### src/rtl/adc_cfg_pkg.sv
package adc_cfg_pkg;
  localparam int unsigned NUM_CH = 4;
  localparam int unsigned CH_W   = $clog2(NUM_CH);
  localparam int unsigned CFG_W  = NUM_CH + 4;

  typedef struct packed {
    logic [NUM_CH-1:0] chan_en;
    logic              filt_on;
    logic              alert_on;
    logic              role_sel;
    logic              pol_hi;
  } cfg_t;

  typedef enum logic [1:0] {
    PIN_OFF   = 2'b00,
    PIN_BUSY  = 2'b01,
    PIN_ALERT = 2'b10,
    PIN_CLEAR = 2'b11
  } pin_mode_e;
endpackage

### src/rtl/adc_cfg_rst_sync.sv
module adc_cfg_rst_sync #(
  parameter int unsigned STAGES = 2
) (
  input  logic clk,
  input  logic rst_n_async,
  output logic rst_n_sync
);
  logic [STAGES-1:0] sync_q;

  always_ff @(posedge clk or negedge rst_n_async) begin
    if (!rst_n_async) sync_q <= '0;
    else              sync_q <= {sync_q[STAGES-2:0], 1'b1};
  end

  assign rst_n_sync = sync_q[STAGES-1];
endmodule

### src/rtl/adc_cfg_reg.sv
module adc_cfg_reg
  import adc_cfg_pkg::*;
(
  input  logic             clk,
  input  logic             rst_n,
  input  logic             wr_en,
  input  logic             rd_en,
  input  logic [CFG_W-1:0] wdata,
  output cfg_t             cfg_o,
  output logic [CFG_W-1:0] rdata_o,
  output logic             clr_o
);
  cfg_t             cfg_q, cfg_d;
  logic [CFG_W-1:0] rd_q, rd_d;
  pin_mode_e        wmode;

  // next state
  always_comb begin
    wmode = pin_mode_e'(wdata[2:1]);
    clr_o = wr_en && (wmode == PIN_CLEAR);
    cfg_d = cfg_t'(wdata);
    if (clr_o) begin
      // clear code is consumed: the field settles on alert role
      cfg_d.alert_on = 1'b1;
      cfg_d.role_sel = 1'b0;
    end
    rd_d = cfg_q;
  end

  // registers with explicit enables
  always_ff @(posedge clk or negedge rst_n) begin
    if (!rst_n) begin
      cfg_q <= '0;
      rd_q  <= '0;
    end else begin
      if (wr_en) cfg_q <= cfg_d;
      if (rd_en) rd_q  <= rd_d;
    end
  end

  assign cfg_o   = cfg_q;
  assign rdata_o = rd_q;

  assert_write_store_R2: assert property (@(posedge clk) disable iff (!rst_n)
    (wr_en && wdata[2:1] != 2'b11) |=> (cfg_q == $past(wdata)));

  assert_read_back_R2: assert property (@(posedge clk) disable iff (!rst_n)
    rd_en |=> (rdata_o == $past(cfg_o)));

  assert_clear_code_not_kept_R11: assert property (@(posedge clk) disable iff (!rst_n)
    (wr_en && wdata[2:1] == 2'b11) |=> (cfg_q[2:1] == 2'b10 && cfg_q[7:3] == $past(wdata[7:3])));
endmodule

### src/rtl/adc_cfg_chan_seq.sv
module adc_cfg_chan_seq
  import adc_cfg_pkg::*;
(
  input  logic              clk,
  input  logic              rst_n,
  input  logic              start_i,
  input  logic              done_i,
  input  logic [NUM_CH-1:0] mask_i,
  output logic              busy_o,
  output logic [CH_W-1:0]   chan_o
);
  logic              busy_q, busy_d;
  logic [CH_W-1:0]   chan_q, chan_d;
  logic [NUM_CH-1:0] above;
  logic              any_above;
  logic              take;
  logic [CH_W-1:0]   pick;

  function automatic logic [CH_W-1:0] lowest_set(input logic [NUM_CH-1:0] v);
    logic [CH_W-1:0] r;
    r = '0;
    for (int i = NUM_CH - 1; i >= 0; i--) begin
      if (v[i]) r = CH_W'(i);
    end
    return r;
  endfunction

  // selected inputs strictly above the last converted one
  for (genvar g = 0; g < NUM_CH; g++) begin : g_above
    assign above[g] = mask_i[g] && (g > int'(chan_q));
  end

  always_comb begin
    take      = start_i && !busy_q && (|mask_i);
    any_above = |above;
    pick      = any_above ? lowest_set(above) : lowest_set(mask_i);
    chan_d    = pick;
    busy_d    = busy_q;
    if (take)                busy_d = 1'b1;
    else if (busy_q && done_i) busy_d = 1'b0;
  end

  always_ff @(posedge clk or negedge rst_n) begin
    if (!rst_n) begin
      busy_q <= 1'b0;
      chan_q <= CH_W'(NUM_CH - 1);
    end else begin
      busy_q <= busy_d;
      if (take) chan_q <= chan_d;
    end
  end

  assign busy_o = busy_q;
  assign chan_o = chan_q;

  assert_pick_in_mask_R4: assert property (@(posedge clk) disable iff (!rst_n)
    take |=> (((($past(mask_i)) >> chan_q) & NUM_CH'(1)) != '0));

  assert_ascend_R4: assert property (@(posedge clk) disable iff (!rst_n)
    (take && any_above) |=> (busy_q && chan_q > $past(chan_q)));

  assert_wrap_low_R5: assert property (@(posedge clk) disable iff (!rst_n)
    (take && !any_above) |=> (chan_q <= $past(chan_q)));

  assert_empty_mask_R6: assert property (@(posedge clk) disable iff (!rst_n)
    (!busy_q && mask_i == '0) |=> !busy_q);

  assert_hold_busy_R7: assert property (@(posedge clk) disable iff (!rst_n)
    (busy_q && !done_i) |=> (busy_q && $stable(chan_q)));

  assert_done_ends_R7: assert property (@(posedge clk) disable iff (!rst_n)
    (busy_q && done_i) |=> !busy_q);
endmodule

### src/rtl/adc_cfg_stat_pin.sv
module adc_cfg_stat_pin
  import adc_cfg_pkg::*;
(
  input  logic              clk,
  input  logic              rst_n,
  input  pin_mode_e         mode_i,
  input  logic              pol_hi_i,
  input  logic              alert_on_i,
  input  logic              busy_i,
  input  logic              evt_i,
  input  logic [CH_W-1:0]   chan_i,
  input  logic              clr_i,
  output logic [NUM_CH-1:0] status_o,
  output logic              pin_o
);
  logic [NUM_CH-1:0] status_q, status_d;
  logic              upd_en;
  logic              active;

  always_comb begin
    upd_en   = clr_i || (evt_i && alert_on_i);
    status_d = clr_i ? '0 : (status_q | (NUM_CH'(1) << chan_i));
  end

  always_ff @(posedge clk or negedge rst_n) begin
    if (!rst_n)      status_q <= '0;
    else if (upd_en) status_q <= status_d;
  end

  always_comb begin
    unique case (mode_i)
      PIN_BUSY:  active = busy_i;
      PIN_ALERT: active = |status_q;
      default:   active = 1'b0;
    endcase
    pin_o = pol_hi_i ? active : !active;
  end

  assign status_o = status_q;

  assert_sticky_R9: assert property (@(posedge clk) disable iff (!rst_n)
    !clr_i |=> ((status_q & $past(status_q)) == $past(status_q)));

  assert_clear_all_R11: assert property (@(posedge clk) disable iff (!rst_n)
    clr_i |=> (status_q == '0));

  assert_ignored_evt_R12: assert property (@(posedge clk) disable iff (!rst_n)
    (!alert_on_i && !clr_i) |=> $stable(status_q));

  assert_silent_pin_R10: assert property (@(posedge clk) disable iff (!rst_n)
    (mode_i == PIN_OFF) |-> (pin_o != pol_hi_i));

  assert_busy_pin_R8: assert property (@(posedge clk) disable iff (!rst_n)
    (mode_i == PIN_BUSY && busy_i) |-> (pin_o == pol_hi_i));
endmodule

### src/rtl/adc_cfg_seq.sv
module adc_cfg_seq
  import adc_cfg_pkg::*;
(
  input  logic             clk,
  input  logic             rst_n,
  input  logic             bus_wr,
  input  logic             bus_rd,
  input  logic [CFG_W-1:0] bus_wdata,
  output logic [CFG_W-1:0] bus_rdata,
  input  logic             conv_start,
  input  logic             conv_done,
  input  logic             alert_evt,
  output logic             conv_busy,
  output logic [CH_W-1:0]  conv_chan,
  output logic [NUM_CH-1:0] alert_status,
  output logic             filt_en,
  output logic             stat_pin
);
  logic      rst_n_int;
  cfg_t      cfg;
  logic      clr;
  pin_mode_e pin_mode;

  adc_cfg_rst_sync #(.STAGES(2)) u_rst (
    .clk        (clk),
    .rst_n_async(rst_n),
    .rst_n_sync (rst_n_int)
  );

  adc_cfg_reg u_reg (
    .clk    (clk),
    .rst_n  (rst_n_int),
    .wr_en  (bus_wr),
    .rd_en  (bus_rd),
    .wdata  (bus_wdata),
    .cfg_o  (cfg),
    .rdata_o(bus_rdata),
    .clr_o  (clr)
  );

  adc_cfg_chan_seq u_seq (
    .clk    (clk),
    .rst_n  (rst_n_int),
    .start_i(conv_start),
    .done_i (conv_done),
    .mask_i (cfg.chan_en),
    .busy_o (conv_busy),
    .chan_o (conv_chan)
  );

  assign pin_mode = pin_mode_e'({cfg.alert_on, cfg.role_sel});

  adc_cfg_stat_pin u_pin (
    .clk       (clk),
    .rst_n     (rst_n_int),
    .mode_i    (pin_mode),
    .pol_hi_i  (cfg.pol_hi),
    .alert_on_i(cfg.alert_on),
    .busy_i    (conv_busy),
    .evt_i     (alert_evt),
    .chan_i    (conv_chan),
    .clr_i     (clr),
    .status_o  (alert_status),
    .pin_o     (stat_pin)
  );

  assign filt_en = cfg.filt_on;

  assert_filter_follows_R3: assert property (@(posedge clk) disable iff (!rst_n_int)
    bus_wr |=> (filt_en == $past(bus_wdata[3])));
endmodule

### config.mk
export PLATFORM = sky130hd
export DESIGN_NAME = adc_cfg_seq
export DESIGN_NICKNAME = d
export VERILOG_FILES = /design/src/rtl/adc_cfg_pkg.sv /design/src/rtl/adc_cfg_rst_sync.sv /design/src/rtl/adc_cfg_reg.sv /design/src/rtl/adc_cfg_chan_seq.sv /design/src/rtl/adc_cfg_stat_pin.sv /design/src/rtl/adc_cfg_seq.sv
export SDC_FILE = /design/constraint.sdc
export NUM_CORES = 1
export LEC_CHECK = 0
export ABC_AREA = 1
export BUFFER_PORTS_ARGS = -buffer_cell sky130_fd_sc_hd__buf_4
export CELL_PAD_IN_SITES_DETAIL_PLACEMENT = 1
export CELL_PAD_IN_SITES_GLOBAL_PLACEMENT = 2
export CORE_ASPECT_RATIO = 0.5
export CORE_MARGIN = 5
export CORE_UTILIZATION = 28
export DETAILED_ROUTE_END_ITERATION = 7
export PLACE_DENSITY_LB_ADDON = 0.15
export SETUP_SLACK_MARGIN = 0.5
export SKIP_LAST_GASP = 1
export SLEW_MARGIN = 20
export SYNTH_ARGS = -nofsm -noshare
export SYNTH_HDL_FRONTEND = slang
export SYNTH_SLANG_ARGS = --single-unit
### constraint.sdc
create_clock -name clk -period 1.6 [get_ports clk]
set_clock_uncertainty 0.15 [all_clocks]
set_input_delay 0.32 -clock clk [delete_from_list [all_inputs] [get_ports clk]]
set_output_delay 0.32 -clock clk [all_outputs]
set_load 0.01 [all_outputs]
==> results of run 1 <==
==> sequential cells by signal, indices dropped and copies added (netlist names) <==
signal          count
u_reg.cfg_o         8
u_reg.rdata_o       8
u_pin.status_o      4
u_rst.sync_q        2
u_seq.chan_o        2
u_seq.busy_o        1
==> repair_timing <==
item                                    in CTS  in global routing
endpoints found under the setup margin      23                 24
pin swaps                                    7                 13
hold buffers                                 1                  0
hold endpoints to repair                     2                  0
setup buffers                                9                  6
resized for setup                           22                 26
==> final cells by class <==
class	instances	area share, %
Clock inverter	1	0.291
Multi-Input combinational cell	78	27.9
Inverter	15	3.71
Clock buffer	3	2.40
Sequential cell	25	36.7
Tap cell	51	3.71
Timing Repair Buffer	48	25.2
==> synth_stat cells, drive strengths merged <==
cell type	n	share of area [%]
nand2	27	9.7
dfrtp	23	54
nor2	19	6.9
inv	15	5.3
o21ai	11	5.5
a21oi	10	4.7
a31oi	4	2.3
nand3	3	1.4
buf	2	1.5
dfstp	2	4.9
ha	2	2.3
clkbuf	1	0.47
conb	1	0.35
nor3	1	0.47
==> layout by cell type, fill, tap and decap left out, drive strengths merged <==
cell and instances:
dlygate4sd3 1, conb 1, nand3 3, a31oi 4, o21ai 11, dfrtp 23
nor3 1, clkinv 1, inv 15, ha 2, buf 47, nor2 19
clkbuf 3, nand2 27, dfstp 2, a21oi 10
==> how the worst min path moves through the flow <==
| stage | from | to | slack, ps | depth (start not counted) |
|---|---|---|---|---|
| detailed placement | rst_n | u_rst.sync_q[1]$_DFF_PN0_ | -40 | 1 |
| CTS | conv_done | u_seq.busy_o$_DFFE_PN0P_ | 70 | 2 |
| global placement | rst_n | u_rst.sync_q[0]$_DFF_PN0_ | -50 | 1 |
| global route | conv_done | u_seq.busy_o$_DFFE_PN0P_ | 60 | 2 |
| finish | u_rst.sync_q[1]$_DFF_PN0_ | u_reg.rdata_o[4]$_DFFE_PN0P_ | 70 | 1 |
| floorplan | rst_n | u_rst.sync_q[0]$_DFF_PN0_ | -130 | 0 |
==> power by group through the flow <==
stage / sequential [mW] / clock, mW / combinational, mW
6_report: 0.886 / 0.378 / 1.01
5_1_grt: 0.906 / 0.431 / 1.09
4_1_cts: 0.871 / 0.392 / 0.750
3_5_place_dp: 0.903 / 0 / 0.548
3_3_place_gp: 0.900 / 0 / 0.534
2_1_floorplan: 0.926 / 0 / 0.230
==> critical path, delay by kind of cell, from the launching register on <==
family,cells,cell delay (ps)
buf+inv,2,200
fa+ha+maj,1,130
flops,1,450
simple gates,5,280
==> kinds of logic (layout without fill, tap and decap cells) <==
kind of cell | count (synthesis) | in the layout | synth area share [%]
buf+inv | 18 | 67 | 7.28
simple gates | 50 | 50 | 18.5
fa+ha+maj | 2 | 2 | 2.35
compound gates | 25 | 25 | 12.6
other cells | 1 | 1 | 0.352
flops | 25 | 25 | 58.9
==> routing by layer <==
| metal | up-vias | global-route usage, % | wire, um |
|---|---|---|---|
| met3 | 4 | 5.17 | 166 |
| met2 | 21 | 19.9 | 1320 |
| met1 | 459 | 14.5 | 1370 |
| met4 | 0 | 3.45 | 27 |
| li1 | 476 | - | - |
| met5 | - | 0 | 0 |
==> impl_metrics.ini, run 1 <==
[outcome]
outcome = complete, but fails checks
violations = negative setup slack

[clock_network]
clockBufferDepth = 2
cts_num_sinks = 25
cts_root_buf = clkbuf_8
ctsHtreeMaxLevel = 1
clkSlewWorstSetupHoldPaths_ps = 90
cts_tree = built
numCtsBuffers = 3
clk_latency_ps = 270

[global_route]
grt_max_degree = 24
grt_pass1_wl_um = 4740
antenna_found_initial = 0
grt_usage_pct = 12.0
grt_overflow = 0
grt_pass1_vias = 1020

[die]
rows = 15
die_x_um = 97.3
die_h_um = 53.6
ios = 32
start_util_pct = 30.1
core_um2 = 3550
dieArea_um2 = 5220

[placement]
dpl.hpwl_um = 2080
placed_area_um2 = 1350
dp_cells = 201
pre_cts_ws_ps = 59.3
io_buffers = 31
gp_congestion = 0.730

[drt]
drtAntennaViolNets = 0
wl_um = 2880
drc = 0
drt_iter0_markers = 17
wl_per_cell_um = 13.0
dr.pass1.iters = 3
via_per_inst = 4.34
vias = 960

[yosys]
synth_seq_cells = 25
ys_seq_area_share_pct = 58.9
mappedNetlistArea_um2 = 1070
synth_nets = 138
syn_area_per_cell_um2 = 8.81
yosysWarnings = 0
syn_inst = 121
yosysUniqueCellTypes = 19

[final_layout]
antenna_cells = 0
instances_no_fill = 221
post-route-util_pct = 48.5
areaGrowthSynthToFinish_pct = 61.4
regArea_um2 = 632
fin_area_um2 = 1720
drive_gt1_share_pct = 48.8
nNetsFinal = 188
fillers = 416
multiInputGateArea_um2 = 480

[pwr]
p_int_mw = 1.48
power.density_nw_per_um2 = 1320
power_mw = 2.27
ir_worst_vdd_v = 0.000489
cellLeakagePower_nw = 0.821
switching_share_pct = 34.9
p_seq_share_pct = 39.0
pwr-share-clk_pct = 16.7
p_switching_mw = 0.791
power_frac_comb_pct = 44.3

[critical_path]
r2r_end = u_seq.chan_o[1]$_DFFE_PN1P_
path_class = register to output port
crit_top_cell = nand2_2
critPathLaunch = u_reg.cfg_o[2]$_DFFE_PN0P_
path_cells = inv_2, ha_4, nand2_2, nand2_2, nand2_1, nand2_1, nand2_2, buf_6
crit_fanout = 3
reg2regPathDepth = 6
r2r_slack_ps = 300
max_stage_delay_ps = 450
crit_required_ps = 1130
critPathArrivalTime_ps = 1330
slowest_stage = dfrtp_2
startpoint_type = register
critPathCaptureType = output port
r2r-start = u_seq.chan_o[1]$_DFFE_PN1P_
endpoint = stat_pin

[timing]
finalMaxSlewViolations = 0
setup_viol = 1
fin_crit_ps = 1800
finalCritPeriodShare_pct = 112
setup_slack_ps = -199
holdWs_ps = 69.4
hold_viol_final = 0
rsz0062_at_grt = yes
final.setup.tns_ps = -199
max_freq_mhz = 556

[worst_hold_path]
min_path_type = register to async pin

[job]
cap_violations = 0
No activity file was read; power rests on OpenSTA's default activity.
==> run 2, diff against run 1 <==
Settings changed: ABC_CLOCK_PERIOD_IN_PS set to 1600, CELL_PAD_IN_SITES_DETAIL_PLACEMENT 1 to not set, CELL_PAD_IN_SITES_GLOBAL_PLACEMENT 2 to not set, CORE_ASPECT_RATIO 0.5 to not set, CORE_UTILIZATION 28 to 49.
==> impl_metrics.ini, run 2 (same netlist as run 1, synthesis figures left out) <==
[timing]
holdWs_ps = -13.9
finalMaxSlewViolations = 0
setup_viol = 1
hold_viol_final = 5
max_freq_mhz = 532
setup_slack_ps = -280
finalCritPeriodShare_pct = 118
rsz0062_at_grt = yes
fin_crit_ps = 1880

[final_layout]
fin_area_um2 = 1590
areaGrowthSynthToFinish_pct = 49.3
fillers = 147
nNetsFinal = 189
final_cell_mix = buf_4 (29), nand2_1 (22), dfrtp_1 (22)
drive_gt1_share_pct = 40.4
multiInputGateArea_um2 = 403
layout_commonest_cell = buf_4
antenna_cells = 0
regArea_um2 = 629

[die]
die_h_um = 56.6
start_util_pct = 52.7
rows = 16
ios = 32
die_x_um = 56.6
core_um2 = 2020
dieArea_um2 = 3210

[drt]
dr.pass1.iters = 4
drt_iter0_markers = 26
drtAntennaViolNets = 0
drc = 0
vias = 1011
via_per_inst = 5.11
wl_um = 2670
wl_per_cell_um = 13.5

[placement]
placed_area_um2 = 1320
io_buffers = 31
gp_congestion = 0.771
dpl.hpwl_um = 1790

[clock_network]
cts_tree = built
clk_latency_ps = 320
numCtsBuffers = 3
clockBufferDepth = 2
clkSlewWorstSetupHoldPaths_ps = 130
ctsHtreeMaxLevel = 1
cts_root_buf = clkbuf_4
cts_num_sinks = 25

[global_route]
met3_usage_pct = 2.29
grt_pass1_wl_um = 4210
grt_overflow = 0
grt_use_met2_pct = 29.5
antenna_found_initial = 0
grt.busiest_layer = met2
grt_max_degree = 18
grt_usage_pct = 16.5
met1_usage_pct = 19.1
grt_pass1_vias = 1006

[pwr]
power_mw = 1.97
power.density_nw_per_um2 = 1240
ir_worst_vdd_v = 0.00105
cellLeakagePower_nw = 0.808

[critical_path]
crit_required_ps = 1130
crit_top_cell = inv_2
path_class = register to output port
critPathCaptureType = output port
slowest_stage = dfrtp_1
crit_fanout = 2
critPathArrivalTime_ps = 1410
path_cells = inv_2, ha_4, inv_2, nand3_1, nand2_2, buf_6
max_stage_delay_ps = 430
startpoint_type = register

[worst_hold_path]
min_path_type = register to async pin

[outcome]
outcome = complete, but fails checks
violations = negative hold slack, negative setup slack

[job]
cap_violations = 0
==> run 2: layout make-up <==
cell class,instances,share of cell area (%)
Sequential cell,25,39.5
Clock buffer,4,1.65
Multi-Input combinational cell,78,25.3
Inverter,15,3.69
Tap cell,27,2.12
Timing Repair Buffer,49,27.7
==> run 2: report_power, final <==
group / internal [mW] / leakage [nW] / total, mW / switching [mW]
clock: 0.0978 / 0.0150 / 0.285 / 0.187
sequential: 0.766 / 0.297 / 0.875 / 0.109
combinational: 0.449 / 0.497 / 0.816 / 0.366
total: 1.31 / 0.808 / 1.97 / 0.662
==> run 2: stage by stage <==
step	setup TNS (ps)	setup slack [ps]	util, %	hold slack [ps]	std cells
detailed placement	0	34.2	65.3	-42.4	177
floorplan	0	251	-	-126	121
global route	-330	-330	78.7	23.8	198
global placement	0	119	65.3	-47.5	177
finish	-280	-280	78.7	-13.9	198
CTS	-281	-281	73.6	-6.13	188
==> run 2: routing by layer <==
layer / up-vias / routed length, um
met3: 6 / 118
met4: 0 / 32
met5: - / 0
li1: 483 / -
met1: 493 / 1100
met2: 29 / 1420
==> run 2: critical path, delay by kind of cell, from the launching register on <==
family	cells	cell delay [ps]
flip-flops	1	430
adder cells (fa/ha/maj)	1	270
buffers and inverters	3	210
AND/OR/NAND/NOR	2	160
==> run 2: worst paths after layout <==
path / from / end / slack [ps] / cells past startpoint
max reg2reg: u_seq.chan_o[1]$_DFFE_PN1P_ / u_seq.chan_o[1]$_DFFE_PN1P_ / 250 / 7
max in group asynchronous: u_rst.sync_q[1]$_DFF_PN0_ / u_reg.rdata_o[6]$_DFFE_PN0P_ / 790 / 1
min in group clk: bus_wdata[3] / u_reg.cfg_o[3]$_DFFE_PN0P_ / 40 / 3
max: u_reg.cfg_o[1]$_DFFE_PN0P_ / stat_pin / -280 / 6
min reg2reg: u_rst.sync_q[1]$_DFF_PN0_ / u_pin.status_o[2]$_DFFE_PN0P_ / -10 / 0
min: u_rst.sync_q[1]$_DFF_PN0_ / u_pin.status_o[2]$_DFFE_PN0P_ / -10 / 0
==> run 2: repair_timing <==
action,4_1_cts,5_1_grt
resized for setup,23,11
hold endpoints to repair,7,1
pin swaps,5,6
setup buffers,6,9
hold buffers,1,1
endpoints found under the setup margin,22,26
cloned,0,0
==> run 3, diff against run 2 <==
Settings changed: CELL_PAD_IN_SITES_DETAIL_PLACEMENT set to 0, CELL_PAD_IN_SITES_GLOBAL_PLACEMENT set to 1, CORE_ASPECT_RATIO set to 0.5, CORE_UTILIZATION 49 to 36.
==> impl_metrics.ini, run 3 (same netlist as run 1, synthesis figures left out) <==
[drt]
drc = 0
dr.pass1.iters = 4
wl_um = 2460
drtAntennaViolNets = 0
via_per_inst = 4.54
drt_iter0_markers = 45
vias = 944
wl_per_cell_um = 11.8

[pwr]
pwr-share-clk_pct = 17.3
power_mw = 2.09
p_switching_mw = 0.681
p_int_mw = 1.41
switching_share_pct = 32.6
cellLeakagePower_nw = 0.828
power_frac_comb_pct = 40.9
power.density_nw_per_um2 = 1250
p_seq_share_pct = 41.8
ir_worst_vdd_v = 0.000642

[global_route]
grt_overflow = 0
grt_usage_pct = 12.1
antenna_found_initial = 0
grt_pass1_wl_um = 4010
grt_max_degree = 24
grt_pass1_vias = 868

[clock_network]
clockBufferDepth = 2
cts_tree = built
numCtsBuffers = 3
clk_latency_ps = 260
cts_root_buf = clkbuf_8
cts_num_sinks = 25
ctsHtreeMaxLevel = 1
clkSlewWorstSetupHoldPaths_ps = 80

[final_layout]
nNetsFinal = 189
layout_commonest_cell = buf_4
areaGrowthSynthToFinish_pct = 57.6
antenna_cells = 0
drive_gt1_share_pct = 43.9
final_cell_mix = buf_4 (28), nand2_1 (22), dfrtp_1 (22)

[timing]
finalMaxSlewViolations = 0
setup_viol = 1
finalCritPeriodShare_pct = 111
hold_viol_final = 0
fin_crit_ps = 1770
rsz0062_at_grt = yes
setup_slack_ps = -173
max_freq_mhz = 564

[die]
ios = 32
die_h_um = 48.5
start_util_pct = 39.2
rows = 13
core_um2 = 2720
dieArea_um2 = 4220
die_x_um = 87.0

[critical_path]
crit_fanout = 3
critPathArrivalTime_ps = 1300
critPathCaptureType = output port
path_class = register to output port
startpoint_type = register
crit_required_ps = 1130

[placement]
dpl.hpwl_um = 1700
pre_cts_ws_ps = 73.8
io_buffers = 31
gp_congestion = 0.738

[job]
cap_violations = 0

[worst_hold_path]
min_path_type = input pin to register

[outcome]
outcome = complete, but fails checks
violations = negative setup slack
[run 3: changes by cell type in the layout (fill, tap and decap cells not counted), moves of 2 or more]
cell      previous run  this run
buf_6               18        20
clkbuf_4             3         0
o21ai_1              2         0
nor2_4               0         2
nand2_2              5         3
nor2_1              18        16
clkbuf_8             0         3
o21ai_0              7         9
nand2_4              0         2
[run 3: what timing repair did]
| action | 4_1_cts | 5_1_grt |
|---|---|---|
| setup endpoints to repair | 22 | 24 |
| pin swaps | 5 | 7 |
| endpoints found under the hold margin | 2 | 0 |
| hold buffers | 1 | 0 |
| setup buffers | 7 | 9 |
| resized for setup | 21 | 25 |
[run 3: per-stage QoR]
step	cell area (um^2)	setup TNS (ps)	util, %	cells	hold WS (ps)
after floorplan	1070	0	-	121	-126
after global placement	1330	0	49.1	187	-47.4
after detailed placement	1330	0	49.1	187	-46.9
after CTS	1520	-179	56.1	199	69.9
after global routing	1680	-253	61.9	208	49.6
final	1680	-173	61.9	208	60.5
[run 3: area by class of cell]
type | count | area [um^2]
repair buffers | 49 | 445
clock buffers | 4 | 45.0
well taps | 37 | 46.3
flip-flops and latches | 25 | 629
inverters | 15 | 66.3
multi-input cells | 78 | 448
fillers | 246 | 1040
[run 3: power groups by stage]
stage | clock, mW | sequential (mW) | combinational (mW)
finish | 0.361 | 0.874 | 0.856
global route | 0.410 | 0.896 | 0.938
detailed placement | 0 | 0.892 | 0.526
floorplan | 0 | 0.926 | 0.230
CTS | 0.377 | 0.861 | 0.678
global placement | 0 | 0.891 | 0.522
[run 3: path summary, 6_finish.rpt]
path	startpoint	end	slack (ps)	depth (start not counted)
max in group asynchronous	u_rst.sync_q[1]$_DFF_PN0_	u_seq.chan_o[0]$_DFFE_PN1P_	950	1
min	conv_done	u_seq.busy_o$_DFFE_PN0P_	60	2
max reg2reg	u_seq.busy_o$_DFFE_PN0P_	u_seq.chan_o[1]$_DFFE_PN1P_	310	7
min in group asynchronous	u_rst.sync_q[1]$_DFF_PN0_	u_reg.rdata_o[5]$_DFFE_PN0P_	70	1
min reg2reg	u_rst.sync_q[1]$_DFF_PN0_	u_reg.rdata_o[5]$_DFFE_PN0P_	70	1
max	u_reg.cfg_o[2]$_DFFE_PN0P_	stat_pin	-170	8
[run 3: worst max-delay path: stages (launching register included)]
cell and delay (ps):
dfrtp_2 450, inv_2 90, ha_4 130, nand2_2 50, nand2_2 60, nand2_1 50
nand2_1 60, nand2_2 50, buf_6 110
[run 3: per-layer routing]
| metal | up-vias | global-route usage [%] | part of all wire [%] |
|---|---|---|---|
| met5 | - | 0 | 0 |
| met1 | 430 | 16.9 | 49 |
| met3 | 2 | 5.06 | 7.1 |
| li1 | 483 | - | - |
| met4 | 0 | 3.11 | 0.77 |
| met2 | 29 | 17.3 | 44 |
